==> config.mk <==
export PLATFORM = sky130hd
export DESIGN_NAME = i2c_chsel_switch
export DESIGN_NICKNAME = d
export VERILOG_FILES = /design/src/rtl/chsel_pkg.sv /design/src/rtl/chsel_sync.sv /design/src/rtl/chsel_target.sv /design/src/rtl/chsel_commit.sv /design/src/rtl/i2c_chsel_switch.sv
export SDC_FILE = /design/constraint.sdc
export NUM_CORES = 1
export LEC_CHECK = 0
export ABC_AREA = 1
export BUFFER_PORTS_ARGS = -buffer_cell sky130_fd_sc_hd__buf_2
export CAP_MARGIN = 20
export CORE_AREA = 2 2 75 55
export DETAILED_ROUTE_END_ITERATION = 7
export DIE_AREA = 0 0 77 57
export PLACE_DENSITY = 0.85
export SLEW_MARGIN = 20
export SYNTH_ARGS = -nofsm -noshare
export SYNTH_HDL_FRONTEND = slang
export SYNTH_SLANG_ARGS = --single-unit
==> constraint.sdc <==
create_clock -name clk -period 1.2 [get_ports clk]
set_clock_uncertainty 0.2 [all_clocks]
set_input_delay 0.24 -clock clk [delete_from_list [all_inputs] [get_ports clk]]
set_output_delay 0.24 -clock clk [all_outputs]
set_load 0.01 [all_outputs]
==> src/rtl/chsel_pkg.sv <==
package chsel_pkg;
  localparam int unsigned BYTE_W = 8;
  localparam logic [3:0]  ADDR_HI = 4'b1110;

  typedef enum logic [2:0] {
    ST_IDLE,
    ST_ADDR,
    ST_ADDR_ACK,
    ST_WDATA,
    ST_WACK,
    ST_RDATA,
    ST_RACK,
    ST_SKIP
  } tgt_state_e;
endpackage

==> src/rtl/chsel_sync.sv <==
module chsel_sync #(
  parameter int unsigned STAGES = 2
) (
  input  logic clk,
  input  logic rst_n,
  input  logic scl_i,
  input  logic sda_i,
  output logic scl_rise,
  output logic scl_fall,
  output logic sda_lvl,
  output logic start_evt,
  output logic stop_evt
);
  logic [STAGES-1:0] scl_ff_q, sda_ff_q;
  logic              scl_prev_q, sda_prev_q;
  logic              scl_now, sda_now;

  assign scl_now = scl_ff_q[STAGES-1];
  assign sda_now = sda_ff_q[STAGES-1];

  generate
    if (STAGES > 1) begin : g_chain
      always_ff @(posedge clk or negedge rst_n) begin
        if (!rst_n) begin
          scl_ff_q <= '1;
          sda_ff_q <= '1;
        end else begin
          scl_ff_q <= {scl_ff_q[STAGES-2:0], scl_i};
          sda_ff_q <= {sda_ff_q[STAGES-2:0], sda_i};
        end
      end
    end else begin : g_single
      always_ff @(posedge clk or negedge rst_n) begin
        if (!rst_n) begin
          scl_ff_q <= '1;
          sda_ff_q <= '1;
        end else begin
          scl_ff_q <= scl_i;
          sda_ff_q <= sda_i;
        end
      end
    end
  endgenerate

  always_ff @(posedge clk or negedge rst_n) begin
    if (!rst_n) begin
      scl_prev_q <= 1'b1;
      sda_prev_q <= 1'b1;
    end else begin
      scl_prev_q <= scl_now;
      sda_prev_q <= sda_now;
    end
  end

  // SDA moving while SCL stays high marks a bus condition
  assign scl_rise  =  scl_now & ~scl_prev_q;
  assign scl_fall  = ~scl_now &  scl_prev_q;
  assign sda_lvl   =  sda_now;
  assign start_evt =  scl_now & scl_prev_q &  sda_prev_q & ~sda_now;
  assign stop_evt  =  scl_now & scl_prev_q & ~sda_prev_q &  sda_now;
endmodule

==> src/rtl/chsel_target.sv <==
module chsel_target
  import chsel_pkg::*;
#(
  parameter int unsigned CFG_W   = 3,
  parameter int unsigned STRAP_W = 3
) (
  input  logic               clk,
  input  logic               rst_n,
  input  logic               scl_rise,
  input  logic               scl_fall,
  input  logic               sda_lvl,
  input  logic               start_evt,
  input  logic               stop_evt,
  input  logic [STRAP_W-1:0] strap,
  input  logic [CFG_W-1:0]   rd_cfg,
  output logic               sda_oe,
  output logic               wr_valid,
  output logic [CFG_W-1:0]   wr_cfg
);
  localparam int unsigned CNT_W = $clog2(BYTE_W + 1);
  localparam logic [CNT_W-1:0] CNT_FULL = CNT_W'(BYTE_W);
  localparam logic [CNT_W-1:0] CNT_LAST = CNT_W'(BYTE_W - 1);

  tgt_state_e          st_q, st_d;
  logic [CNT_W-1:0]    cnt_q, cnt_d;
  logic [BYTE_W-1:0]   sh_q, sh_d;
  logic                rw_q, rw_d;
  logic                oe_q, oe_d;
  logic                mack_q, mack_d;
  logic [BYTE_W-1:0]   rd_byte;
  logic                addr_hit;

  assign rd_byte  = {{(BYTE_W-CFG_W){1'b0}}, rd_cfg};
  assign addr_hit = (sh_q[BYTE_W-1:1] == {ADDR_HI, strap});

  always_comb begin
    st_d     = st_q;
    cnt_d    = cnt_q;
    sh_d     = sh_q;
    rw_d     = rw_q;
    oe_d     = oe_q;
    mack_d   = mack_q;
    wr_valid = 1'b0;
    if (stop_evt) begin
      st_d = ST_IDLE;
      oe_d = 1'b0;
    end else if (start_evt) begin
      st_d  = ST_ADDR;
      cnt_d = '0;
      sh_d  = '0;
      oe_d  = 1'b0;
    end else begin
      unique case (st_q)
        ST_ADDR, ST_WDATA: begin
          if (scl_rise && cnt_q < CNT_FULL) begin
            sh_d  = {sh_q[BYTE_W-2:0], sda_lvl};
            cnt_d = cnt_q + 1'b1;
          end else if (scl_fall && cnt_q == CNT_FULL) begin
            if (st_q == ST_WDATA) begin
              st_d     = ST_WACK;
              oe_d     = 1'b1;
              wr_valid = 1'b1;
            end else if (addr_hit) begin
              st_d = ST_ADDR_ACK;
              oe_d = 1'b1;
              rw_d = sh_q[0];
            end else begin
              st_d = ST_SKIP;
            end
          end
        end
        ST_ADDR_ACK: begin
          if (scl_fall) begin
            cnt_d = '0;
            if (rw_q) begin
              st_d = ST_RDATA;
              sh_d = rd_byte;
              oe_d = ~rd_byte[BYTE_W-1];
            end else begin
              st_d = ST_WDATA;
              sh_d = '0;
              oe_d = 1'b0;
            end
          end
        end
        ST_WACK: begin
          if (scl_fall) begin
            st_d  = ST_WDATA;
            cnt_d = '0;
            oe_d  = 1'b0;
          end
        end
        ST_RDATA: begin
          if (scl_fall) begin
            if (cnt_q == CNT_LAST) begin
              st_d = ST_RACK;
              oe_d = 1'b0;
            end else begin
              cnt_d = cnt_q + 1'b1;
              sh_d  = {sh_q[BYTE_W-2:0], 1'b0};
              oe_d  = ~sh_q[BYTE_W-2];
            end
          end
        end
        ST_RACK: begin
          if (scl_rise) begin
            mack_d = ~sda_lvl;
          end else if (scl_fall) begin
            cnt_d = '0;
            if (mack_q) begin
              st_d = ST_RDATA;
              sh_d = rd_byte;
              oe_d = ~rd_byte[BYTE_W-1];
            end else begin
              st_d = ST_SKIP;
            end
          end
        end
        default: ;
      endcase
    end
  end

  always_ff @(posedge clk or negedge rst_n) begin
    if (!rst_n) begin
      st_q   <= ST_IDLE;
      cnt_q  <= '0;
      sh_q   <= '0;
      rw_q   <= 1'b0;
      oe_q   <= 1'b0;
      mack_q <= 1'b0;
    end else begin
      st_q   <= st_d;
      cnt_q  <= cnt_d;
      sh_q   <= sh_d;
      rw_q   <= rw_d;
      oe_q   <= oe_d;
      mack_q <= mack_d;
    end
  end

  assign sda_oe = oe_q;
  assign wr_cfg = sh_q[CFG_W-1:0];
endmodule

==> src/rtl/chsel_commit.sv <==
module chsel_commit #(
  parameter int unsigned NUM_CH = 4,
  parameter int unsigned SEL_W  = $clog2(NUM_CH),
  parameter int unsigned CFG_W  = SEL_W + 1
) (
  input  logic              clk,
  input  logic              rst_n,
  input  logic              wr_valid,
  input  logic [CFG_W-1:0]  wr_cfg,
  input  logic              start_evt,
  input  logic              stop_evt,
  output logic [CFG_W-1:0]  act_cfg,
  output logic              pend_v,
  output logic [NUM_CH-1:0] chan_en
);
  logic [CFG_W-1:0] pend_q, pend_d;
  logic [CFG_W-1:0] act_q, act_d;
  logic             pv_q, pv_d;
  logic             act_en;

  always_comb begin
    pend_d = pend_q;
    pv_d   = pv_q;
    act_en = 1'b0;
    act_d  = pend_q;
    if (stop_evt) begin
      act_en = pv_q;
      pv_d   = 1'b0;
    end else if (start_evt) begin
      pv_d = 1'b0;
    end else if (wr_valid) begin
      pend_d = wr_cfg;
      pv_d   = 1'b1;
    end
  end

  always_ff @(posedge clk or negedge rst_n) begin
    if (!rst_n) begin
      pend_q <= '0;
      pv_q   <= 1'b0;
      act_q  <= '0;
    end else begin
      pend_q <= pend_d;
      pv_q   <= pv_d;
      if (act_en) act_q <= act_d;
    end
  end

  generate
    for (genvar g = 0; g < NUM_CH; g++) begin : g_dec
      assign chan_en[g] = act_q[SEL_W] && (act_q[SEL_W-1:0] == SEL_W'(g));
    end
  endgenerate

  assign act_cfg = act_q;
  assign pend_v  = pv_q;
endmodule

==> src/rtl/i2c_chsel_switch.sv <==
module i2c_chsel_switch #(
  parameter int unsigned NUM_CH      = 4,
  parameter int unsigned STRAP_W     = 3,
  parameter int unsigned SYNC_STAGES = 2
) (
  input  logic               clk,
  input  logic               rst_n,
  input  logic               scl_i,
  input  logic               sda_i,
  output logic               sda_oe,
  input  logic [STRAP_W-1:0] addr_strap,
  output logic [NUM_CH-1:0]  chan_en
);
  localparam int unsigned SEL_W = $clog2(NUM_CH);
  localparam int unsigned CFG_W = SEL_W + 1;

  logic [1:0]       rst_ff_q;
  logic             rst_s_n;
  logic             scl_rise, scl_fall, sda_lvl;
  logic             start_evt, stop_evt;
  logic             wr_valid, pend_v;
  logic [CFG_W-1:0] wr_cfg, act_cfg;

  // assert at once, release two clocks later
  always_ff @(posedge clk or negedge rst_n) begin
    if (!rst_n) rst_ff_q <= 2'b00;
    else        rst_ff_q <= {rst_ff_q[0], 1'b1};
  end
  assign rst_s_n = rst_ff_q[1];

  chsel_sync #(.STAGES(SYNC_STAGES)) u_sync (
    .clk(clk), .rst_n(rst_s_n), .scl_i(scl_i), .sda_i(sda_i),
    .scl_rise(scl_rise), .scl_fall(scl_fall), .sda_lvl(sda_lvl),
    .start_evt(start_evt), .stop_evt(stop_evt)
  );

  chsel_target #(.CFG_W(CFG_W), .STRAP_W(STRAP_W)) u_tgt (
    .clk(clk), .rst_n(rst_s_n), .scl_rise(scl_rise), .scl_fall(scl_fall),
    .sda_lvl(sda_lvl), .start_evt(start_evt), .stop_evt(stop_evt),
    .strap(addr_strap), .rd_cfg(act_cfg), .sda_oe(sda_oe),
    .wr_valid(wr_valid), .wr_cfg(wr_cfg)
  );

  chsel_commit #(.NUM_CH(NUM_CH), .SEL_W(SEL_W), .CFG_W(CFG_W)) u_commit (
    .clk(clk), .rst_n(rst_s_n), .wr_valid(wr_valid), .wr_cfg(wr_cfg),
    .start_evt(start_evt), .stop_evt(stop_evt), .act_cfg(act_cfg),
    .pend_v(pend_v), .chan_en(chan_en)
  );
endmodule

# Yosys cells after proc, flatten, opt, wreduce, memory -nomap -nowiden
# Cells that the tools add are included.
# word_totals
regBits	33
inputBits	7
out_inout_bits	5
wordCells	138
# classes
n_addsub	1
magnitude_cmp	1
n_eq_ne	29
n_mux	57
bitwise_logic	16
n_reduce_logical	20
# ops
cell	n
8-bit 2-to-1 mux	8
3-bit 2-to-1 mux	14
8-bit case mux with 4 select lines	1
4-bit by 3-bit inequality test with 1-bit output, second input constant	7
1-bit 2-to-1 mux	24
4-bit 2-to-1 mux	6
9-bit AND reduction	2
4-bit case mux with 4 select lines	1
3-bit by 2-bit inequality test with 1-bit output, second input constant	5
3-bit case mux with 5 select lines	1
10-bit AND reduction	1
5-bit nonzero test	2
3-bit equality test, second input constant	3
1-bit inverter	9
4-bit inequality test, second input constant	2
1-bit bitwise AND	7
7-bit equality test	1
7-bit AND reduction	1
7-bit nonzero test	1
3-bit by 2-bit equality test with 1-bit output, second input constant	2
1-bit logical AND	6
3-bit inequality test, second input constant	2
6-bit AND reduction	1
5-bit by 3-bit inequality test with 1-bit output, second input constant	1
14 further kinds	16

# Logic depth before layout (Yosys ltp)
# depth
depth_word	11
mapped_depth	11
ltp_nobuf	11

# Cells and area by module
# A second synthesis with hierarchy kept.
# hier_totals
hier_cells	268
hier_area_um2	1973.1
# by_module_without_submodules
module	n_inst	cells_per_inst	area_per_inst_um2	seq_area_each_um2
chsel_target	1	214	1426.4	450.4
chsel_commit	1	34	294.0	175.2
chsel_sync	1	17	198.9	157.7
i2c_chsel_switch	1	3	53.8	50.0

# Least setup slack after synthesis
# No wires, ideal clock.
# synth_path
path_kind	reg-to-reg
startpoint	reg u_sync.scl_ff_q[1]
endpoint	reg u_tgt.sh_q[6]
setup_ns	0.117
arrival_time_ns	1.374
required_time_ns	0.883
slack_ns	-0.491
path_stages_with_launch	9
path_buffers	1
synth_period_minus_slack_ns	1.691
path_cell_list	dfstp_2 > nand4_2 > buf_6 > nand4_2 > o21ai_2 > nor2_8 > nand2_4 > nand2_1 > nand2_1
# synth_between
elab_chain_cells	5
elab_cells_between_ends	20
classes_between	eq/ne: 7; mux: 1; bitwise: 9; reduce/logical: 3
# synth_lines
element	line_no	text
start: declaration	chsel_sync.sv:14	logic [STAGES-1:0] scl_ff_q, sda_ff_q;
start signal: assignment	chsel_sync.sv:28	scl_ff_q <= {scl_ff_q[STAGES-2:0], scl_i};
1-bit bitwise AND	chsel_sync.sv:59, chsel_sync.sv:60	
1-bit bitwise AND, on equally long branches (2 in series)	chsel_sync.sv:59, chsel_sync.sv:60	
3-bit inequality test (no source line), or another cell as far along	--	
9-bit AND reduction (no source line)	--	
end signal: assignment	chsel_target.sv:128	sh_q <= '0;
end signal: assignment	chsel_target.sv:135	sh_q <= sh_d;
end: declaration	chsel_target.sv:26	logic [BYTE_W-1:0] sh_q, sh_d;
# Several ways; a longest one is shown, not always the timed one.
# A chain may end at the register's enable or synchronous reset.

# Worst setup path after layout
# layout_path
startpoint	reg u_sync.scl_ff_q[1]
endpoint	reg u_tgt.oe_q, in the netlist u_tgt.sda_oe
# layout_between
elab_chain_cells	5
elab_cells_between_ends	23
classes_between	eq/ne: 9; mux: 2; bitwise: 8; reduce/logical: 4
# layout_lines
element	line_no	text
1-bit bitwise AND or 1-bit inverter (tied branches)	chsel_sync.sv:59, chsel_sync.sv:60, chsel_sync.sv:57	
1-bit bitwise AND, on equally long branches	chsel_sync.sv:59, chsel_sync.sv:57, chsel_sync.sv:60	
1-bit bitwise AND, or another cell as far along	chsel_sync.sv:59	assign start_evt = scl_now & scl_prev_q & sda_prev_q & ~sda_now;
5-bit by 3-bit inequality test with 1-bit output (no source line), or another cell as far along	--	
10-bit AND reduction (no source line) or 1-bit 2-to-1 mux (tied branches)	--	
end signal: assignment	chsel_target.sv:130	oe_q <= 1'b0;
end signal: assignment	chsel_target.sv:137	oe_q <= oe_d;
end: declaration	chsel_target.sv:28	logic oe_q, oe_d;
# Several ways; a longest one is shown, not always the timed one.

==> impl_metrics.ini <==
[run_status]
status = finished, violations left
failed_checks = setup timing

[logic_synthesis]
synthesis.area_um2 = 1920
synth_nets = 270
yosys_most_used_dff = dfrtp_1
async_flop_share_pct = 100
ys_seq_area_share_pct = 43.5
netlist_top_cells_area = dfrtp_1 (35%), nand2_1 (17%), dfstp_2 (8.2%)
synth_top_area_share_pct = 35.3
syn_area_per_cell_um2 = 7.34
ys_seq_elements = 33
yosysWarnings = 0
syn_inst = 261
yosysTopAreaCell = dfrtp_1
yosys-top-cells-count = nand2_1 (86), dfrtp_1 (27), nor2_1 (27)
synth_cell_types = 26
synth_enable_flop_cells = 0
yosysMostFrequentCell = nand2_1

[detailed_routing]
wl_per_cell_um = 14.8
ant_nets = 0
avgViaCountPerCell = 5.33
drt_iter0_drc = 181
via_count = 2126
drc = 0
postRouteWirelength_um = 5920
dr.pass1.iters = 4

[global_routing]
grt_pass1_vias = 1944
globalRouteOverflowTotal = 0
grt_usage_pct = 26.2
grt_max_degree = 32
antenna_found_initial = 0
grt_pass1_wl_um = 8930

[sta]
max_freq_ghz = 0.512
grt_setup_unrepaired = true
layout_setup_ws_ns = -0.751
hold_ws_ns = 0.0102
setup_viol = 30
fin_crit_sh_pct = 163
maxSlewViolCount = 0
fin_crit_ns = 1.95
timing.final.hold_violations = 0

[power_and_ir_drop]
p_per_area_nw_per_um2 = 2200
peakVddDrop_uv = 1560
finalPower_uw = 6500
power.leakage_uw = 0.00149

[worst_setup_path]
rrSetupSlack_ns = -0.75
crit_arrival_ns = 1.93
worst_setup_path_start_kind = register
reg2reg_to = u_tgt.sda_oe
critPathSlowestCell = dfstp_2
crit_type = register to register
worst-path-max-fanout = 6
path_depth = 8
critPathRequiredTime_ns = 1.18
path_delay_family = simple AND/OR/NAND/NOR gates
worst-path-buf-inv = 1
critical_path.cell_chain = buf_4 -> nand4_1 -> nand4_1 -> nand2_2 -> nor2_4 -> nand2_1 -> nand2_1 -> nand2_1
regToRegStartpoint = u_sync.scl_ff_q[1]
r2r_cells = 8
end_kind = register
slowest_delay_ns = 0.62
path_common_cell = nand2_1

[final_layout]
area_delta_synth_final_pct = 54.1
fin_area_um2 = 2950
layout.nets = 355
antennaDiodeCount = 0
layout.cells.non_filler = 399
layout-drive-gt1-share_pct = 44.4

[die]
initial_core_util_pct = 51.0
ios = 12
die_h_um = 57
core_um2 = 3760
row_count = 19
design.die.area_um2 = 4390
dieWidth_um = 77

[worst_hold_path]
hold_path.class = register to asynchronous set/reset pin

[cts]
cts_tree = built
clock_sinks = 33
clock_latency_ns = 0.29
htreeDepth = 2
cts-root-buf = clkbuf_8
clock_path_buffers = 2
clkSlewWorstSetupHoldPaths_ns = 0.07
cts_buffers = 5

[placed_design]
pre_cts_slack_ns = -0.674
dp_cells = 362
placed_cell_area_um2 = 2350
io_buffers = 11
dp_hpwl_um = 3460
gp_congestion = 0.905

[flow_run]
drv_cap = 0
[stage by stage]
step | utilization, % | TNS, ns
floorplan | - | -8.56
global placement | 62.5 | -12.56
detailed placement | 62.5 | -13.20
CTS | 70.6 | -14.13
global route | 78.6 | -17.54
finish | 78.6 | -15.99
[routing by layer]
layer	up-vias	global-route usage [%]	routed length [um]
li1	1018	-	-
met1	1010	35.5	2500
met2	84	42.6	2860
met3	14	6.65	421
met4	0	7.65	140
met5	-	0	0
[placed cells by master, fill, tap and decap left out, drive strengths merged]
cell type     n
nor2         35
dlygate4sd3   3
buf          75
conb          1
dfstp         6
nor3          5
clkbuf        6
nor3b         1
clkinv        1
o211ai        1
nand3        27
bufinv        1
o21ai        19
a21oi         7
nand3b        1
ha            2
inv          28
nand4         9
dfrtp        27
nand2        92
[where the power goes]
group | internal [uW] | total [uW] | switching [uW]
clock | 616 | 1030 | 413
combinational | 1600 | 3820 | 2220
sequential | 1400 | 1650 | 251
total | 3610 | 6500 | 2890
[cell type report]
cell class	instances	area (um^2)
Clock buffer	6	72.6
Clock inverter	2	35.0
Fill cell	244	803
Inverter	28	108
Multi-Input combinational cell	200	1190
Sequential cell	33	838
Tap cell	52	65.1
Timing Repair Buffer	78	643
[state kept, by name, summed over array words and instances (netlist names), 2 cells and up]
register          count
rst_ff_q              2
u_commit.act_cfg      3
u_commit.act_d        3
u_sync.scl_ff_q       2
u_sync.sda_ff_q       2
u_tgt.cnt_q           4
u_tgt.sh_q            8
u_tgt.st_q            3
[worst max path at each step]
stage	start	endpoint	slack, ns
final	u_sync.scl_ff_q[1]	u_tgt.sda_oe	-0.75
after global routing	u_sync.scl_ff_q[1]	u_tgt.sda_oe	-0.81
after CTS	u_sync.scl_ff_q[1]	u_tgt.sh_q[1]	-0.64
after detailed placement	u_sync.scl_prev_q	u_tgt.sh_q[1]	-0.67
after global placement	u_sync.scl_ff_q[1]	u_tgt.sh_q[6]	-0.62
after floorplan	u_sync.scl_ff_q[1]	u_tgt.sh_q[6]	-0.46
[logic make-up (layout without fill, tap and decap cells)]
| family | count (synthesis) | count (layout) | share of synthesized area (%) |
|---|---|---|---|
| AO/OA/AOI/OAI | 27 | 27 | 7.77 |
| flip-flops | 33 | 33 | 43.5 |
| adder cells (fa/ha/maj) | 2 | 2 | 1.31 |
| buffers and inverters | 30 | 114 | 6.66 |
| AND/OR/NAND/NOR | 168 | 170 | 40.6 |
| other | 1 | 1 | 0.196 |
[what timing repair did]
item	CTS	global route
setup endpoints to repair	30	30
gates cloned	1	1
buffers inserted	13	11
resized for setup	16	43
hold buffers	3	0
endpoints found under the hold margin	4	0
pin swaps	9	12
Power figures use the tool's default switching activity.
